File: src/rtl/loop_cmd_decoder.sv
module loop_cmd_decoder (
  input  logic       clk,
  input  logic       rst_n,
  input  logic       cmd_valid,
  input  logic [7:0] cmd_byte,
  input  logic [5:0] stat_flags,
  input  logic [3:0] fault_flags,
  output logic [1:0] hs_on,
  output logic [1:0] ls_on,
  output logic [1:0] meas_path,
  output logic [3:0] amux_sel,
  output logic       vres_trip_hi,
  output logic [7:0] resp_byte
);

  localparam logic [3:0] OP_STAT = 4'h1;
  localparam logic [3:0] OP_FLT  = 4'h2;
  localparam logic [3:0] OP_MEAS = 4'h3;
  localparam logic [3:0] OP_AMUX = 4'h4;
  localparam logic [3:0] OP_LOW  = 4'h5;
  localparam logic [3:0] OP_AUX  = 4'h6;
  localparam logic [3:0] OP_HIGH = 4'hA;

  logic [3:0] op, dat;
  logic [1:0] ls_n;
  logic       amux_ok, op_known;

  assign op       = cmd_byte[7:4];
  assign dat      = cmd_byte[3:0];
  assign ls_on    = ~ls_n;
  assign amux_ok  = (dat & (dat - 4'd1)) == 4'd0;
  assign op_known = op inside {OP_STAT, OP_FLT, OP_MEAS, OP_AMUX, OP_LOW, OP_AUX, OP_HIGH};

  always_ff @(posedge clk) begin
    if (!rst_n) begin
      hs_on        <= 2'b00;
      ls_n         <= 2'b11;
      meas_path    <= 2'b00;
      amux_sel     <= 4'b0000;
      vres_trip_hi <= 1'b0;
      resp_byte    <= 8'h00;
    end else if (cmd_valid) begin
      case (op)
        OP_MEAS: meas_path    <= (dat[1:0] == 2'b01 || dat[1:0] == 2'b10) ? dat[1:0] : 2'b00;
        OP_AMUX: amux_sel     <= amux_ok ? dat : 4'b0000;
        OP_LOW:  ls_n         <= dat[1:0];
        OP_AUX:  vres_trip_hi <= dat[0];
        OP_HIGH: hs_on        <= dat[1:0];
        default: ;
      endcase
      case (op)
        OP_STAT: resp_byte <= {2'b00, stat_flags};
        OP_FLT:  resp_byte <= {4'b0000, fault_flags};
        default: resp_byte <= cmd_byte;
      endcase
    end
  end

  a_r1_reset_state: assert property (@(posedge clk)
    !rst_n |=> (hs_on == 2'b00 && ls_on == 2'b00 && meas_path == 2'b00 &&
                amux_sel == 4'b0000 && !vres_trip_hi && resp_byte == 8'h00));

  a_r2_status_read: assert property (@(posedge clk) disable iff (!rst_n)
    cmd_valid && op == OP_STAT |=> resp_byte == {2'b00, $past(stat_flags)});

  a_r3_fault_read: assert property (@(posedge clk) disable iff (!rst_n)
    cmd_valid && op == OP_FLT |=> resp_byte == {4'b0000, $past(fault_flags)});

  a_r4_echo: assert property (@(posedge clk) disable iff (!rst_n)
    cmd_valid && op != OP_STAT && op != OP_FLT |=> resp_byte == $past(cmd_byte));

  a_r5_meas_onehot: assert property (@(posedge clk) disable iff (!rst_n)
    $onehot0(meas_path));

  a_r6_amux_onehot: assert property (@(posedge clk) disable iff (!rst_n)
    $onehot0(amux_sel));

  a_r7_low_side: assert property (@(posedge clk) disable iff (!rst_n)
    cmd_valid && op == OP_LOW |=> ls_on == ~$past(cmd_byte[1:0]));

  a_r8_high_side: assert property (@(posedge clk) disable iff (!rst_n)
    cmd_valid && op == OP_HIGH |=> hs_on == $past(cmd_byte[1:0]));

  a_r10_ignored: assert property (@(posedge clk) disable iff (!rst_n)
    cmd_valid && !op_known |=> $stable(hs_on) && $stable(ls_on) && $stable(meas_path) &&
                               $stable(amux_sel) && $stable(vres_trip_hi));

  a_r11_idle: assert property (@(posedge clk) disable iff (!rst_n)
    rst_n && !cmd_valid |=> $stable(hs_on) && $stable(ls_on) && $stable(meas_path) &&
                   $stable(amux_sel) && $stable(vres_trip_hi) && $stable(resp_byte));

endmodule

File: config.mk
export PLATFORM = sky130hd
export DESIGN_NAME = loop_cmd_decoder
export DESIGN_NICKNAME = d
export VERILOG_FILES = /design/src/rtl/loop_cmd_decoder.sv
export SDC_FILE = /design/constraint.sdc
export NUM_CORES = 1
export LEC_CHECK = 0
export BUFFER_PORTS_ARGS = -buffer_cell sky130_fd_sc_hd__buf_2
export CAP_MARGIN = 20
export CORE_MARGIN = 2
export CORE_UTILIZATION = 30
export DETAILED_ROUTE_END_ITERATION = 10
export GPL_TIMING_DRIVEN = 1
export SLEW_MARGIN = 20
export SYNTH_ARGS = -nofsm -noshare
export SYNTH_HDL_FRONTEND = slang
export SYNTH_SLANG_ARGS = --single-unit
File: constraint.sdc
create_clock -name clk -period 1.4 [get_ports clk]
set_clock_uncertainty 0.1 [all_clocks]
set_input_delay 0 -clock clk [delete_from_list [all_inputs] [get_ports clk]]
set_output_delay 0 -clock clk [all_outputs]
set_load 0.01 [all_outputs]
Yosys cells after proc, flatten, opt, wreduce, memory -nomap -nowiden
Cells that the tools add are included.

word-level totals
  output and inout port bits = 19
  input bits = 21
  flip-flop bits (word level) = 19
  word-level logic and storage cells = 28

operators by class
  multiplexer cells = 3
  reduce and logical (&&, ||, !) cells = 7
  bitwise operators = 2
  equal/unequal tests = 9
  $add $sub $neg = 1

operator list
  cell                   number
  $pmux W8 S2            1
  $eq A4 B3 Y1 const B   3
  $reduce_and A2 Y1      5
  $eq A4 B2 Y1 const B   2
  $and A4 B4 Y4          1
  $eq A4 B1 Y1 const B   1
  $eq A4 B4 Y1 const B   1
  $logic_not A4 Y1       1
  $mux W4                1
  $sub A4 B1 Y4 const B  1
  $eq A2 B1 Y1 const B   1
  $eq A2 B2 Y1 const B   1
  $mux W2                1
  $not A2 Y2             1
  $logic_or A1 B1 Y1     1

Longest topological paths before layout
  depth in word-level cells = 4
  mapped depth = 5
  mapped depth without buffers = 3

Worst setup path before layout
OpenSTA, ideal clock, no wires.

  kind = input-to-reg
  start point = input port cmd_byte[5]
  end point = register resp_byte[4]
  stages = 5
  slack = 0.437 ns
  setup time = 0.132 ns
  required time = 1.168 ns
  arrival time = 0.731 ns
  path buffers = 2
  cell sequence = buf_6 -> or2_1 -> clkbuf_1 -> o31ai_1 -> a21oi_1

between the ends
  longest elaborated chain between the ends = 2
  elaborated cells on any way between the ends = 3
  classes of those cells = eq/ne (2); mux (1)

ends and longest elaborated chain
  item                                          RTL line  text
  start, declared                               5         input logic [7:0] cmd_byte,
  $eq A4 B2 Y1 or $eq A4 B1 Y1 (tied branches)  51        case (op)
  $pmux W8 S2 *                                 51
  end signal, assigned                          52        OP_STAT: resp_byte <= {2'b00, stat_flags};
  end signal, assigned                          53        OP_FLT: resp_byte <= {4'b0000, fault_flags};
  end signal, assigned                          54        default: resp_byte <= cmd_byte;
  end, declared                                 13        output logic [7:0] resp_byte

Mark *: on every way between the ends. The rest lies on a longest branch, timed or not.
A chain may end at the register's enable or synchronous reset.

Final worst setup path
  start point = input port cmd_byte[3]
  end point = register resp_byte[3]

between the ends
  longest elaborated chain between the ends = 1

ends and longest elaborated chain
  item         RTL line
  $pmux W8 S2  51

No other way between the ends.

==> impl_metrics.json <==
{
  "drt-wirelength-per-cell_um": 14.3,
  "drv_cap": 0,
  "drive_above_1_share_pct": 27.9,
  "globalplace.congestion": 0.828,
  "crit_path_max_fanout": 4,
  "core-area_um2": 3080,
  "synth_area_leaders": "dfxtp_1 (39%), o21ai_0 (7.7%), a21oi_1 (5.1%)",
  "powerDensity_nw_per_um2": 761,
  "fin_tns_setup_ns": 0,
  "reg2regPathDepth": 3,
  "dieArea_um2": 3740,
  "hp-start": "cmd_byte[0]",
  "whs_endpoint": "resp_byte[0]$_SDFFE_PN0P_",
  "hold_depth": 3,
  "hold_ws_ns": -0.0357,
  "setup-violations-final": 0,
  "area_growth_pct": 45.3,
  "r2r_setup_slack_ns": 0.09,
  "fin_crit_ns": 1.37,
  "startpoint_type": "input port",
  "synth_common_cells": "dfxtp_1 (19), o21ai_0 (15), a21oi_1 (10)",
  "cts-root-buf": "clkbuf_4",
  "synth_seq_cells": 19,
  "synth_nets": 138,
  "row_count": 20,
  "vdd_drop_max_mv": 0.416,
  "drc": 0,
  "synth_most_common_cell": "dfxtp_1",
  "fmax_mhz": 733,
  "crit_type": "input port to flop",
  "clock_path_buffers": 2,
  "grt_pass1_vias": 1106,
  "dpl_cell_area_um2": 1180,
  "cts.sinks": 19,
  "synth-edff-count": 0,
  "cts_tree": "built",
  "grt_max_degree": 17,
  "dp_hpwl_mm": 2.10,
  "io_pins": 40,
  "endpoint_kind": "flop",
  "diodes": 0,
  "io_buffers": 39,
  "yosys.area.top_type": "dfxtp_1",
  "final_area_um2": 1430,
  "num_vias": 1142,
  "post_cts_buffers": 0,
  "regToRegEndpoint": "resp_byte[3]$_SDFFE_PN0P_",
  "worstMarginPinSlew_ns": 0.417,
  "cts_max_level": 1,
  "r2r_start": "resp_byte[3]$_SDFFE_PN0P_",
  "syn_inst": 117,
  "leakage_nw": 0.592,
  "ant_nets": 0,
  "firstDrtPassIters": 4,
  "die_y_um": 61.2,
  "grt_pass1_wl_mm": 4.90,
  "worstPathRequired_ns": 1.50,
  "clkTransAtPathRegs_ns": 0.11,
  "numCtsBuffers": 3,
  "stdcell_count": 216,
  "async_reset_ff_share_pct": 0,
  "vias_per_cell": 5.29,
  "grt_antenna_before_repair": 0,
  "period_share_pct": 97.5,
  "ys_types": 33,
  "start_util_pct": 31.9,
  "drt-initial-drc-count": 41,
  "clk_latency_ns": 0.29,
  "yosysTopAreaCellShare_pct": 38.8,
  "hold_path_class": "input port to flop",
  "die_w_um": 61.2,
  "ys.flop_type": "dfxtp_1",
  "drt_wl_total_mm": 3.10,
  "dp.cells": 193,
  "violations": "hold timing",
  "critPathArrivalTime_ns": 1.47,
  "status": "finished, violations left",
  "crit_path_start": "cmd_byte[3]",
  "grt.overflow.total": 0,
  "slew_headroom_pct": 72.1,
  "avgSynthCellArea_um2": 8.38,
  "grt_usage_pct": 17.5,
  "maxSlewViolCount": 0,
  "ys_seq_area_share_pct": 38.8,
  "fin_nets": 194,
  "synth_area_um2": 981,
  "hold_violations": 1,
  "yosysWarningCount": 0
}
[registers in the layout, summed over array words and instances, names as in the netlist]
name / cells
amux_sel: 4
meas_path: 2
hs_on: 2
resp_byte: 8
vres_trip_hi: 1
ls_n: 2
[power breakdown]
part	internal, mW	switching, mW
combinational	0.109	0.123
clock	0.111	0.173
sequential	0.559	0.00944
[area by class of cell]
cell class	instances	area, µm²
Timing Repair Buffer	59	408
Fill cell	312	1650
Sequential cell	19	382
Tap cell	44	55.1
Multi-Input combinational cell	85	536
Inverter	5	18.8
Clock buffer	4	26.3
[how the worst max path moves through the flow]
stage / endpoint / slack [ns] / depth (start not counted)
after floorplan: resp_byte[4]$_SDFFE_PN0P_ / 0.44 / 5
after global placement: meas_path[1]$_SDFFE_PN0P_ / 0.32 / 4
after detailed placement: resp_byte[0]$_SDFFE_PN0P_ / 0.28 / 4
after CTS: resp_byte[2]$_SDFFE_PN0P_ / 0.06 / 5
after global routing: resp_byte[3]$_SDFFE_PN0P_ / -0.02 / 5
final: resp_byte[3]$_SDFFE_PN0P_ / 0.03 / 5
[worst max-delay path, stage by stage]
cell and delay [ns]:
dlygate4sd3_1 0.57, buf_6 0.14, o21ai_0 0.07, a41oi_1 0.12
dlygate4sd3_1 0.56
[cells in the final DEF, fill, tap and decap left out, drive strengths merged]
cell	netlist	final
xnor2	1	1
nand3	5	5
o31a	1	1
and3b	1	1
o31ai	5	5
nor2b	4	4
a41oi	3	3
or4	1	1
nor2	4	4
o211ai	1	1
nand2b	4	4
nor4b	2	2
a31oi	2	2
o21ai	15	15
dfxtp	19	19
a21oi	10	10
nand2	8	8
or2	2	2
nor3	1	1
a211oi	1	1
mux2i	2	2
and2	1	1
buf	6	40
nand3b	1	1
dlygate4sd3	0	19
clkbuf	2	4
nand4b	1	1
nand4bb	1	1
nand4	8	8
inv	5	5
[metal layers]
metal | up-vias | track usage [%] | share of wire, %
met1 | 540 | 20.1 | 40
li1 | 539 | - | -
met5 | - | 0 | 0
met4 | 0 | 8.70 | 4.5
met2 | 46 | 31.2 | 50
met3 | 17 | 2.73 | 5.7
[what timing repair did]
item | CTS | global route
endpoints found under the setup margin | 0 | 3
endpoints found under the hold margin | 16 | 2
hold buffers | 19 | 2
gates resized for setup | 0 | 5
[logic make-up (layout without fill, tap and decap cells)]
logic type	Yosys count	in the layout	share of synthesized area (%)
flops	19	19	38.8
xor+xnor	1	1	0.893
buf+inv	13	68	7.53
mux	2	2	2.04
compound gates	38	38	23.0
simple gates	44	44	27.8
[metrics by stage]
step,worst slack (ns),utilization [%],total power [mW],hold slack [ns]
global placement,0.321,38.5,0.754,0.140
CTS,0.0576,45.5,1.07,0.00389
global route,-0.0194,46.3,1.13,0.0182
detailed placement,0.275,38.5,0.760,0.149
finish,0.0350,46.3,1.08,-0.0357
floorplan,0.437,-,0.689,-0.0282
Power figures use the tool's default switching activity.
